--- src/rtl/async_fault_capture.sv ---
module async_fault_capture #(
  parameter int ADDR_W     = 32,
  parameter int CLK_HZ     = 50_000_000,
  parameter int TIMEOUT_NS = 12_800
) (
  input  logic              clk,
  input  logic              rst_n,
  input  logic              txn_start,
  input  logic              txn_end,
  input  logic [ADDR_W-1:0] txn_addr,
  input  logic [2:0]        txn_size,
  input  logic              txn_read,
  input  logic              txn_super,
  input  logic              late_err,
  input  logic              err_ack,
  input  logic              clr_wr,
  input  logic              reg_sel,
  output logic [31:0]       reg_rdata
);

  localparam int LIMIT_RAW = (CLK_HZ / 1000) * TIMEOUT_NS / 1_000_000;
  localparam int LIMIT     = (LIMIT_RAW < 1) ? 1 : LIMIT_RAW;
  localparam int CNT_W     = $clog2(LIMIT + 1);
  localparam logic [CNT_W-1:0] CNT_LAST = CNT_W'(LIMIT - 1);
  localparam logic [3:0] RSVD_VAL = 4'h8;

  logic              busy;
  logic [CNT_W-1:0]  cnt;
  logic [ADDR_W-1:0] cur_addr;
  logic [2:0]        cur_size;
  logic              cur_rd, cur_sup;

  logic              le_q, to_q, be_q, me_q, rd_q, sup_q, fav_q;
  logic [2:0]        size_q;
  logic [ADDR_W-1:0] far_q;

  wire ev_to  = busy && !cur_rd && !txn_end && !txn_start && (cnt == CNT_LAST);
  wire ev_be  = err_ack && busy && !cur_rd;
  wire ev_le  = late_err;
  wire any_ev = ev_to || ev_be || ev_le;
  wire held   = (le_q || to_q || be_q) && !clr_wr;

  always_ff @(posedge clk) begin
    if (!rst_n) begin
      busy     <= 1'b0;
      cnt      <= '0;
      cur_addr <= '0;
      cur_size <= '0;
      cur_rd   <= 1'b0;
      cur_sup  <= 1'b0;
    end else if (txn_start) begin
      busy     <= 1'b1;
      cnt      <= '0;
      cur_addr <= txn_addr;
      cur_size <= txn_size;
      cur_rd   <= txn_read;
      cur_sup  <= txn_super;
    end else if (busy && (txn_end || ev_to)) begin
      busy <= 1'b0;
    end else if (busy && !cur_rd) begin
      cnt <= cnt + 1'b1;
    end
  end

  always_ff @(posedge clk) begin
    if (!rst_n) begin
      {le_q, to_q, be_q, me_q, rd_q, sup_q, fav_q} <= '0;
      size_q <= '0;
      far_q  <= '0;
    end else begin
      if (clr_wr) begin
        {le_q, to_q, be_q, me_q, rd_q, sup_q, fav_q} <= '0;
        size_q <= '0;
      end
      if (any_ev) begin
        if (held) begin
          me_q <= 1'b1;
        end else begin
          le_q   <= ev_le;
          to_q   <= ev_to;
          be_q   <= ev_be;
          me_q   <= 1'b0;
          size_q <= cur_size;
          sup_q  <= cur_sup;
          rd_q   <= cur_rd;
          fav_q  <= 1'b1;
          far_q  <= cur_addr;
        end
      end
    end
  end

  wire [31:0] status = {le_q | to_q | be_q, le_q, to_q, be_q, size_q, sup_q,
                        RSVD_VAL, me_q, rd_q, fav_q, 17'd0};

  assign reg_rdata = reg_sel ? 32'(far_q) : status;

  a_r8_record_kept: assert property (@(posedge clk) disable iff (!rst_n)
    (fav_q && !clr_wr) |=> ($stable(far_q) && $stable(size_q) && $stable(rd_q) && $stable(sup_q)));

  a_r8_me_needs_record: assert property (@(posedge clk) disable iff (!rst_n)
    $rose(me_q) |-> $past(le_q || to_q || be_q));

  a_r6_fav_with_flag: assert property (@(posedge clk) disable iff (!rst_n)
    fav_q |-> (le_q || to_q || be_q));

  a_r10_clear: assert property (@(posedge clk) disable iff (!rst_n)
    (clr_wr && !late_err && !err_ack && !busy) |=> (!le_q && !to_q && !be_q && !me_q && !fav_q));

  a_r2_to_write_only: assert property (@(posedge clk) disable iff (!rst_n)
    $rose(to_q) |-> $past(busy && !cur_rd));

  a_r3_be_write_only: assert property (@(posedge clk) disable iff (!rst_n)
    $rose(be_q) |-> $past(busy && !cur_rd && err_ack));

endmodule

--- config.mk ---
export PLATFORM = sky130hd
export DESIGN_NAME = async_fault_capture
export DESIGN_NICKNAME = d
export VERILOG_FILES = /design/src/rtl/async_fault_capture.sv
export SDC_FILE = /design/constraint.sdc
export NUM_CORES = 1
export LEC_CHECK = 0
export BUFFER_PORTS_ARGS = -buffer_cell sky130_fd_sc_hd__clkbuf_2
export CORE_MARGIN = 2
export CORE_UTILIZATION = 58
export DETAILED_ROUTE_END_ITERATION = 12
export MAX_ROUTING_LAYER = met4
export PLACE_DENSITY = 0.84
export SLEW_MARGIN = 5
export SYNTH_ARGS = -nofsm -noshare
export SYNTH_HDL_FRONTEND = slang
export SYNTH_SLANG_ARGS = --single-unit
--- constraint.sdc ---
create_clock -name clk -period 4.25 [get_ports clk]
set_clock_uncertainty 0.2 [all_clocks]
set_input_delay 0.425 -clock clk [delete_from_list [all_inputs] [get_ports clk]]
set_output_delay 0.425 -clock clk [all_outputs]
set_load 0.02 [all_outputs]
After elaboration in Yosys (flattened, before gate mapping)

Cells that the tools add are included.

Bits in registers: 90
Word-level logic and storage cells: 71

Add/sub/neg operators: 1
Equal/unequal tests: 1
Muxes and demuxes: 27
Bitwise gates (word level): 5
Reductions and logical operators: 22

Operators with widths:

| operator                                                         | number |
|---|---|
| 32-bit two-way mux                                               | 1 |
| 1-bit two-way mux                                                | 23 |
| 10-bit by 1-bit adder with 10-bit output (second input constant) | 1 |
| 10-bit == test (second input constant)                           | 1 |
| 3-bit two-way mux                                                | 3 |
| 1-bit logical AND                                                | 8 |
| 1-bit logical OR                                                 | 5 |
| 1-bit logical NOT                                                | 4 |
| 2-bit AND reduction                                              | 2 |
| 2-bit nonzero test                                               | 2 |
| 1-bit NOT                                                        | 3 |
| 1-bit OR                                                         | 2 |
| 2-bit OR reduction                                               | 1 |

Depth between registers and ports, before layout

Depth after elaboration: 9
Mapped depth: 7

Worst setup path after synthesis

OpenSTA, ideal clock, no wires.

Path kind: flip-flop to flip-flop
From: register cnt[0]
To: register far_q[19]
Arrival time: 1.750 ns
Required time: 3.990 ns
Slack: 2.240 ns
Stages on the path, launching flop included: 8
Buffers on the path: 2
Period minus slack after synthesis: 2.010 ns
Path through: dfxtp_1 ha_1 and2_1 clkbuf_1 and4_4 o41ai_4 buf_6 a22o_1

Longest elaborated chain between the ends: 5

Ends and longest elaborated chain:

| item                           | line | source |
|---|---|---|
| start: declaration             | 28   | `logic [CNT_W-1:0] cnt;` |
| start signal: assignment       | 61   | `cnt <= cnt + 1'b1;` |
| 10-bit == test                 | 37   | `wire ev_to = busy && !cur_rd && !txn_end && !txn_start && (cnt == CNT_LAST);` |
| 1-bit logical AND              | 37   |  |
| 1-bit logical OR (2 in series) | 40   | `wire any_ev = ev_to \|\| ev_be \|\| ev_le;` |
| 2-bit AND reduction (no line)  | -    |  |
| end signal: assignment         | 87   | `far_q <= cur_addr;` |
| end: declaration               | 35   | `logic [ADDR_W-1:0] far_q;` |

Every way passes these cells.
A chain may end at the register's enable or synchronous reset.

Final worst setup path

From: register cnt[0]
To: register far_q[13]

Same word-level chain as after synthesis.

==> run metrics <==
fraction of the cycle the final worst path needs=0.604; CTS tree=yes; Die Wd=between 80 and 90 um; layout cell share with drive strength beyond 1=0.269; # DRC=0; commonest register cell after synthesis=dfxtp_1; initial drt markers=approximately 110; CP Class=reg -> reg; clock buffer depth=2; synth warn=0; post-layout util=0.702; I/O Buffers=76; Clk pin slew, worst setup/hold paths=approximately 90 ps; initial antenna violation count=0; CTS resizes=0; Vias=about 2,700; clk sinks=90; post-synthesis sequential area ratio=0.500; register area=1800 um2; DRT met1 WL=3360 um; footprint of the multi-input gates=around 1600 um2; synthesized flop and latch total=90; Leakage=between 1.5 and 2 nW; Post-synth EDFFs=0; Top-Level Pins=77; worst relative slew slack=0.451; Setup crit start kind=register; Max rail drop VDD=approximately 0.27 mV; # fillers=between 400 and 500; post-route ant nets=0; max_cap viols=0; Num CTS Buffers=9; synth cell count leaders=dfxtp_1, nor2_1, mux2i_1; # diodes=0; CTS root buf=clkbuf_8; final hold violations=0; DP Wirelength=between 5000 and 6000 um; post-synth top area share=0.500; Least-Margin Pin Slew=a little over 800 ps; first-pass GRT wire length=between 10,000 and 15,000 um; worst hold path class=in -> reg; vias in the first global route=~2,600; NumNets Final=458; dominant cells by area after synthesis=dfxtp_1, mux2i_1, a22o_1, nor2_1, and2_1; detailed-routed wire length on met2=~3600 um; RSZ-0062 raised after global routing=false; die footprint=approximately 6900 um2; Die Y-Extent=roughly 83 um; Pwr per Cell Area=between 400 and 500 nW/um2; fin. max-slew vios=0; Synth area leader=dfxtp_1; gpl congestion=between 0.7 and 0.8; non-filler cells, final=between 400 and 500; Tot Pwr=between 1.5 and 2 mW; final WL=around 7400 um; post-CTS setup buffer count=0; vias per inst=roughly 5.5; maximum clock frequency=slightly below 0.4 GHz; Net Count, Synth=390; cells after synthesis=~340; post-route worst setup slack=roughly 1700 ps; total grt overflow=0; Fin Hold WS=113 ps; CP Capture Type=register; cell area after placement=3960 um2; largest net degree at the start of global routing=47; Hold Buf Count CTS=0; syn_area_per_cell=10.5 um2; Global Route Usage Sum=0.225; Avg WL per Cell=between 15 and 20 um; clock latency on the worst-skew pair=about 340 ps; WP data required=4330 ps; Synth Cell Area=~3600 um2; fraction of registers with async set or reset after synthesis=0; Setup Viol. Count Final=0; Critical Path Fanout Max=19; Period minus WS final=between 2000 and 3000 ps; Area Growth Syn to Fin=16.1%; core box area=between 5000 and 6000 um2; post-place setup slack=between 1500 and 2000 ps; Setup TNS Final=0 ps; DR pass1 iterations=4; H-tree levels=3; placed cells=approximately 480; status=completed; highest routed layer=met4; row count=28; Final Instance Area=~4200 um2; Critical Path AT=2650 ps; top-count cell post-synth=dfxtp_1; Initial Util=0.605; Synth cell types=41; Met3 Wirelength=~310 um
==> report_power, final <==
group / leakage (nW) / switching (mW) / internal (mW)
Sequential: 0.736 / 0.0211 / 0.881
Combinational: 1.07 / 0.0925 / 0.0709
Clock: 0.113 / 0.295 / 0.349
Total: 1.92 / 0.409 / 1.30
==> logic make-up (layout without fill, tap and decap cells) <==
kind of cell | after synthesis | after routing | synth area share
buf+inv | 25 | 97 | 0.0420
simple gates | 114 | 114 | 0.167
xor+xnor | 1 | 1 | 0.00243
mux | 53 | 53 | 0.151
flops | 90 | 90 | 0.500
compound gates | 60 | 60 | 0.134
fa+ha+maj | 1 | 1 | 0.00347
==> routing by layer <==
metal / GRT usage / vias up
li1: - / 1354
met1: 0.276 / 1278
met2: 0.364 / 72
met3: 0.0408 / 13
met4: 0.0969 / 0
met5: - / -
==> layout by cell type, fill, tap and decap left out, types with 3 or more instances in the layout <==
master / instances
mux2i_1: 42
a21oi_1: 8
a22o_1: 32
dfxtp_1: 90
nand4_1: 3
nor2_1: 47
mux2_2: 11
nand2_1: 17
and2_1: 23
o21ai_0: 8
buf_4: 3
clkbuf_2: 76
or3_1: 7
nand3_1: 4
clkbuf_8: 10
==> layout make-up <==
type,instances,area share
flip-flops and latches,90,0.431
well taps,75,0.0224
repair buffers,79,0.0963
multi-input cells,229,0.394
clock buffers,10,0.0329
clock inverters,5,0.0206
inverters,3,0.00269
==> flip-flops by register name, indices dropped and copies added, names as in the netlist, 3 cells and up <==
signal,flops
cur_addr,32
far_q,32
size_q,3
cur_size,3
cnt,10
==> worst paths after layout <==
path / from / end / slack [ps] / cells past startpoint
worst min-delay path: txn_addr[24] / cur_addr[24] / 110 / 3
worst min register to register: me_q / me_q / 260 / 2
worst max-delay path: cnt[0] / far_q[13] / 1680 / 6
worst max register to register: cnt[0] / far_q[13] / 1680 / 6
==> worst max-delay path, cell delays in order (launching register included) <==
cell     delay, ps
dfxtp_1        340
ha_1           220
and2_1         250
and4_4         220
o41ai_4        690
buf_4          370
a22o_1         200
(Power assumes the default switching activity.)
